$ cat src/rtl/fault_entry_pkg.sv
package fault_entry_pkg;
  localparam int EVT_W = 12;
  localparam logic [EVT_W-1:0] EVT_LOAD_FAULT  = 12'h0A0;
  localparam logic [EVT_W-1:0] EVT_STORE_FAULT = 12'h0C0;

  // Strobes from control to datapath
  typedef struct packed {
    logic capture;    // load every fault register this edge
    logic isStore;    // select store event code
    logic useBranch;  // return address is the delayed branch
  } seqStrobe_t;
endpackage

$ cat src/rtl/fault_entry_ctrl.sv
module fault_entry_ctrl
  import fault_entry_pkg::*;
#(
  parameter int SR_W   = 32,
  parameter int BL_POS = 28
) (
  input  logic             clk,
  input  logic             rstN,
  input  logic             faultValid,
  input  logic             faultIsStore,
  input  logic             inDelaySlot,
  input  logic [SR_W-1:0]  srCur,
  output seqStrobe_t       strobe,
  output logic             redirectValid
);
  logic accept;

  // A fault is taken only while exceptions are not blocked
  assign accept = faultValid && !srCur[BL_POS];

  always_comb begin
    strobe.capture   = accept;
    strobe.isStore   = faultIsStore;
    strobe.useBranch = inDelaySlot;
  end

  // Redirect goes out one cycle after the capture edge
  always_ff @(posedge clk) begin
    if (!rstN) redirectValid <= 1'b0;
    else       redirectValid <= accept;
  end
endmodule

$ cat src/rtl/fault_entry_datapath.sv
module fault_entry_datapath
  import fault_entry_pkg::*;
#(
  parameter int ADDR_W     = 32,
  parameter int PAGE_SHIFT = 10,
  parameter int WAY_W      = 2,
  parameter int SR_W       = 32,
  parameter int MD_POS     = 30,
  parameter int RB_POS     = 29,
  parameter int BL_POS     = 28,
  parameter logic [ADDR_W-1:0] VEC_OFFSET = 'h100,
  localparam int VPN_W = ADDR_W - PAGE_SHIFT
) (
  input  logic              clk,
  input  logic              rstN,
  input  seqStrobe_t        strobe,
  input  logic [ADDR_W-1:0] faultAddr,
  input  logic [WAY_W-1:0]  faultWay,
  input  logic [ADDR_W-1:0] curPc,
  input  logic [ADDR_W-1:0] branchPc,
  input  logic [SR_W-1:0]   srCur,
  input  logic [ADDR_W-1:0] vbr,
  output logic [VPN_W-1:0]  pageNumOut,
  output logic [ADDR_W-1:0] faultAddrOut,
  output logic [EVT_W-1:0]  eventCode,
  output logic [ADDR_W-1:0] savedPc,
  output logic [SR_W-1:0]   savedSr,
  output logic [SR_W-1:0]   srOut,
  output logic [WAY_W-1:0]  wayOut,
  output logic [ADDR_W-1:0] redirectAddr
);
  localparam logic [SR_W-1:0] SR_FORCE =
    (SR_W'(1) << MD_POS) | (SR_W'(1) << RB_POS) | (SR_W'(1) << BL_POS);

  logic [ADDR_W-1:0] retAddr;
  logic [EVT_W-1:0]  evtNext;

  assign retAddr = strobe.useBranch ? branchPc : curPc;
  assign evtNext = strobe.isStore ? EVT_STORE_FAULT : EVT_LOAD_FAULT;

  always_ff @(posedge clk) begin
    if (!rstN) begin
      pageNumOut   <= '0;
      faultAddrOut <= '0;
      eventCode    <= '0;
      savedPc      <= '0;
      savedSr      <= '0;
      srOut        <= '0;
      wayOut       <= '0;
      redirectAddr <= '0;
    end else if (strobe.capture) begin
      pageNumOut   <= faultAddr[ADDR_W-1:PAGE_SHIFT];
      faultAddrOut <= faultAddr;
      eventCode    <= evtNext;
      savedPc      <= retAddr;
      savedSr      <= srCur;             // old value, before forcing bits
      srOut        <= srCur | SR_FORCE;
      wayOut       <= faultWay;
      redirectAddr <= vbr + VEC_OFFSET;
    end
  end
endmodule

$ cat src/rtl/fault_entry_seq.sv
module fault_entry_seq
  import fault_entry_pkg::*;
#(
  parameter int ADDR_W     = 32,
  parameter int PAGE_SHIFT = 10,
  parameter int WAY_W      = 2,
  parameter int SR_W       = 32,
  parameter int MD_POS     = 30,
  parameter int RB_POS     = 29,
  parameter int BL_POS     = 28,
  parameter logic [ADDR_W-1:0] VEC_OFFSET = 'h100,
  localparam int VPN_W = ADDR_W - PAGE_SHIFT
) (
  input  logic              clk,
  input  logic              rstN,
  input  logic              faultValid,
  input  logic [ADDR_W-1:0] faultAddr,
  input  logic              faultIsStore,
  input  logic [WAY_W-1:0]  faultWay,
  input  logic [ADDR_W-1:0] curPc,
  input  logic [ADDR_W-1:0] branchPc,
  input  logic              inDelaySlot,
  input  logic [SR_W-1:0]   srCur,
  input  logic [ADDR_W-1:0] vbr,
  output logic [VPN_W-1:0]  pageNumOut,
  output logic [ADDR_W-1:0] faultAddrOut,
  output logic [EVT_W-1:0]  eventCode,
  output logic [ADDR_W-1:0] savedPc,
  output logic [SR_W-1:0]   savedSr,
  output logic [SR_W-1:0]   srOut,
  output logic [WAY_W-1:0]  wayOut,
  output logic              redirectValid,
  output logic [ADDR_W-1:0] redirectAddr
);
  seqStrobe_t strobe;

  fault_entry_ctrl #(.SR_W(SR_W), .BL_POS(BL_POS)) u_ctrl (
    .clk           (clk),
    .rstN          (rstN),
    .faultValid    (faultValid),
    .faultIsStore  (faultIsStore),
    .inDelaySlot   (inDelaySlot),
    .srCur         (srCur),
    .strobe        (strobe),
    .redirectValid (redirectValid)
  );

  fault_entry_datapath #(
    .ADDR_W(ADDR_W), .PAGE_SHIFT(PAGE_SHIFT), .WAY_W(WAY_W), .SR_W(SR_W),
    .MD_POS(MD_POS), .RB_POS(RB_POS), .BL_POS(BL_POS), .VEC_OFFSET(VEC_OFFSET)
  ) u_dp (
    .clk          (clk),
    .rstN         (rstN),
    .strobe       (strobe),
    .faultAddr    (faultAddr),
    .faultWay     (faultWay),
    .curPc        (curPc),
    .branchPc     (branchPc),
    .srCur        (srCur),
    .vbr          (vbr),
    .pageNumOut   (pageNumOut),
    .faultAddrOut (faultAddrOut),
    .eventCode    (eventCode),
    .savedPc      (savedPc),
    .savedSr      (savedSr),
    .srOut        (srOut),
    .wayOut       (wayOut),
    .redirectAddr (redirectAddr)
  );
endmodule

$ cat config.mk
export PLATFORM = sky130hd
export DESIGN_NAME = fault_entry_seq
export DESIGN_NICKNAME = d
export VERILOG_FILES = /design/src/rtl/fault_entry_pkg.sv /design/src/rtl/fault_entry_ctrl.sv /design/src/rtl/fault_entry_datapath.sv /design/src/rtl/fault_entry_seq.sv
export SDC_FILE = /design/constraint.sdc
export NUM_CORES = 1
export LEC_CHECK = 0
export BUFFER_PORTS_ARGS = -buffer_cell sky130_fd_sc_hd__buf_2
export CORE_AREA = 2 2 141 143
export DETAILED_ROUTE_END_ITERATION = 7
export DIE_AREA = 0 0 143 145
export PLACE_DENSITY_LB_ADDON = 0.05
export SETUP_SLACK_MARGIN = 0.3
export SYNTH_ARGS = -nofsm -noshare
export SYNTH_HDL_FRONTEND = slang
export SYNTH_SLANG_ARGS = --single-unit
$ cat constraint.sdc
create_clock -name clk -period 2.7 [get_ports clk]
set_input_delay 0.675 -clock clk [delete_from_list [all_inputs] [get_ports clk]]
set_output_delay 0.675 -clock clk [all_outputs]
set_load 0.05 [all_outputs]
==> flow_summary.toml <==
[status]
status = "complete, no violations"

[power]
powerDensity_nw_per_um2 = 732
power_switching_mw = 1.77
p_leak_nw = 3.83
irDropWorstVdd_uv = 382
p_int_mw = 4.06
p_clk_frac = 0.435
p_seq_frac = 0.369
combPwrFrac = 0.196
switching_share = 0.304

[clock_tree]
clock_latency_ns = 0.40
clk_pin_slew_ns = 0.06
cts_made_buffers = 17
cts_root_buf = "clkbuf_16"
cts_setup_buffers = 0
cts_max_path_buffers = 2
ctsResizeCount = 0
cts_tree = "yes"
htree_levels = 4
hold_buffers = 0
clkSinkCount = 134

[logic_synthesis]
synthSimpleGateAreaFrac = 0.178
ys_warn_count = 0
synthMuxAreaShare = 0.0562
synth_largest_type_area_fraction = 0.470
syn_area_um2 = 5700
synth_top_family_by_area = "simple AND/OR/NAND/NOR gates"
synthDistinctLibCells = 32
synth_area_leaders = "dfxtp_1 47%, nand2_1 11%, buf_4 8.3%, a21oi_1 7.1%, mux2i_1 5.6%"
synthCells = 693
synthXorXnorAreaFrac = 0.0169
synth-compound-area-share = 0.158
synth_fa_ha_area_frac = 0.00219
synth_seq_cells = 134
yosysTopAreaCell = "dfxtp_1"
ys_seq_area_frac = 0.470
syn_area_per_cell_um2 = 8.23

[finish]
final_common_cell = "buf_2"
area_growth_pct = 39.5
fill_cells = 1996
fin_nets = 1135
layout_common_cells = "354 x buf_2, 160 x nand2_1, 134 x dfxtp_1"
drive_above_1_share = 0.406

[sta]
fin_ws_ns = 0.735
fin_skew_ns = 0
max_clock_freq_mhz = 509
min_period_over_period = 0.728
fin_crit_ns = 1.97
rsz0062_at_grt = "false"
fin_tns_setup_ns = 0
hold_viol_final = 0
drv_slew = 0
setup_viol = 0

[global_routing]
grt_use_total = 0.164
antenna_found_initial = 2
met3_usage = 0.0528
grt_max_degree = 100
met2_usage = 0.288
grt_pass1_wl_um = 26600
met1_usage = 0.184
grt_pass1_vias = 5057
busiest_layer = "met2"
grt_overflow = 0

[worst_setup_path]
max_stage_delay_ns = 0.69
reg2reg_slack_ns = 1.96
crit_cells = 5
cp-end-kind = "flip-flop"
reg2reg_from = "u_dp.redirectAddr[14]$_SDFFE_PN0P_"
cpMostUsedCell = "or4_1"
r2r_cells = 2
arrival_ns = 2.31
critical_path_required_ns = 3.04
reg2reg_to = "u_dp.redirectAddr[14]$_SDFFE_PN0P_"
cp_cell_sequence = "buf_2, nand3_4, or4_1, or4_1, a31oi_1"
setup.worst_path.class = "input pin to flip-flop"
slowest_stage = "or4_1"
path_buf_inv = 1
crit_family = "simple AND/OR/NAND/NOR gates"
cp-start-kind = "input pin"
cp_max_fo = 10

[place]
port_buffers = 354
gp_congestion = 0.727
hpwl_um = 12900
place_ws_ns = 0.306

[detailed_routing]
via_per_inst = 4.31
drc = 0
wl_um = 17600
drtPass1Iterations = 4
drtIter0Drc = 173
wire_per_inst_um = 14.1
vias = 5374
ant_nets = 0

[run]
maxCapViolCount = 0

[die]
ioPinCount = 364
die_w_um = 143
std_cell_rows = 51
core-area_um2 = 19200
start_util = 0.297
die_area_um2 = 20700
die_y_um = 145

[hold_path]
min_path_type = "flip-flop to flip-flop"
hold_depth = 2
hp-start = "u_dp.faultAddrOut[0]$_SDFFE_PN0P_"
holdPathEnd = "u_dp.faultAddrOut[0]$_SDFFE_PN0P_"
through the flow:
step                      total power, mW  hold WS [ns]  cell area (µm²)  instances   util
final                                5.82         0.450             7960       1246  0.414
after global routing                 6.08         0.470             7960       1245  0.414
after CTS                            5.91         0.452             7960       1245  0.414
after detailed placement             3.35         0.444             7310       1213  0.381
after global placement               3.35         0.441             7310       1213  0.381
after floorplan                      3.04         0.675             5730        701      -
state kept, by name (all words and copies together), names as in the netlist:
register / cells
u_ctrl.redirectValid: 1
u_dp.eventCode: 2
u_dp.faultAddrOut: 32
u_dp.redirectAddr: 32
u_dp.savedPc: 32
u_dp.savedSr: 3
u_dp.srOut: 30
u_dp.wayOut: 2
cells by family (layout without fill, tap and decap cells):
family | after synthesis | in the layout
compound gates | 156 | 156
xor+xnor | 11 | 11
fa+ha+maj | 1 | 1
buf+inv | 116 | 395
flops | 134 | 134
mux | 32 | 32
other cells | 1 | 10
simple gates | 242 | 242
cell usage after synthesis:
cell / count
or3_2: 3
nor4_1: 3
or3_1: 8
mux2i_1: 32
nand3_1: 6
nor3_1: 3
o21ai_0: 25
buf_4: 63
buf_1: 2
nor2b_1: 1
and3_1: 1
a311oi_1: 3
conb_1: 1
nand4_1: 4
a21oi_1: 81
xor2_1: 3
nor2_1: 45
or4_1: 3
inv_1: 2
nand2b_1: 1
xnor2_1: 8
o31ai_1: 1
ha_1: 1
a31oi_1: 8
a211oi_1: 38
and4_1: 2
clkbuf_1: 48
nand3_4: 1
buf_2: 1
dfxtp_1: 134
nand2_1: 160
nor4b_1: 1
routing by layer:
layer  vias up  part of all wire
met5         -           0.00074
met4         2             0.016
met3        21             0.084
met2       211              0.50
met1      2317              0.40
li1       2823                 -
power groups by stage:
stage          sequential, mW  combinational [mW]  clock (mW)
2_1_floorplan            2.57               0.476           0
5_1_grt                  2.16                1.22        2.69
4_1_cts                  2.15                1.16        2.60
3_5_place_dp             2.19                1.16           0
6_report                 2.15                1.14        2.53
3_3_place_gp             2.19                1.16           0
how the worst max path moves through the flow:
stage	startpoint	to	slack [ns]
3_5_place_dp	vbr[10]	u_dp.redirectAddr[31]$_SDFFE_PN0P_	0.31
4_1_cts	vbr[10]	u_dp.redirectAddr[31]$_SDFFE_PN0P_	0.75
3_3_place_gp	vbr[10]	u_dp.redirectAddr[31]$_SDFFE_PN0P_	0.30
6_report	vbr[10]	u_dp.redirectAddr[31]$_SDFFE_PN0P_	0.73
5_1_grt	vbr[10]	u_dp.redirectAddr[31]$_SDFFE_PN0P_	0.64
2_1_floorplan	vbr[8]	u_dp.redirectAddr[31]$_SDFFE_PN0P_	0.60
worst reg2reg max path, stage by stage (launching register included):
cell and delay [ns]:
dfxtp_1 0.34, nor2_1 0.05, a311oi_1 0.25
layout make-up:
class,count,area (µm²),share of cell area
multi-input combinational,451,2390,0.300
inverter,2,8.76,0.00110
clock buffer,20,447,0.0561
tap,265,332,0.0417
timing repair buffer,361,1900,0.239
clock inverter,12,199,0.0250
sequential,134,2680,0.337
antenna,1,2.50,0.000314
Note: power is estimated with default switching activity, not from simulation.
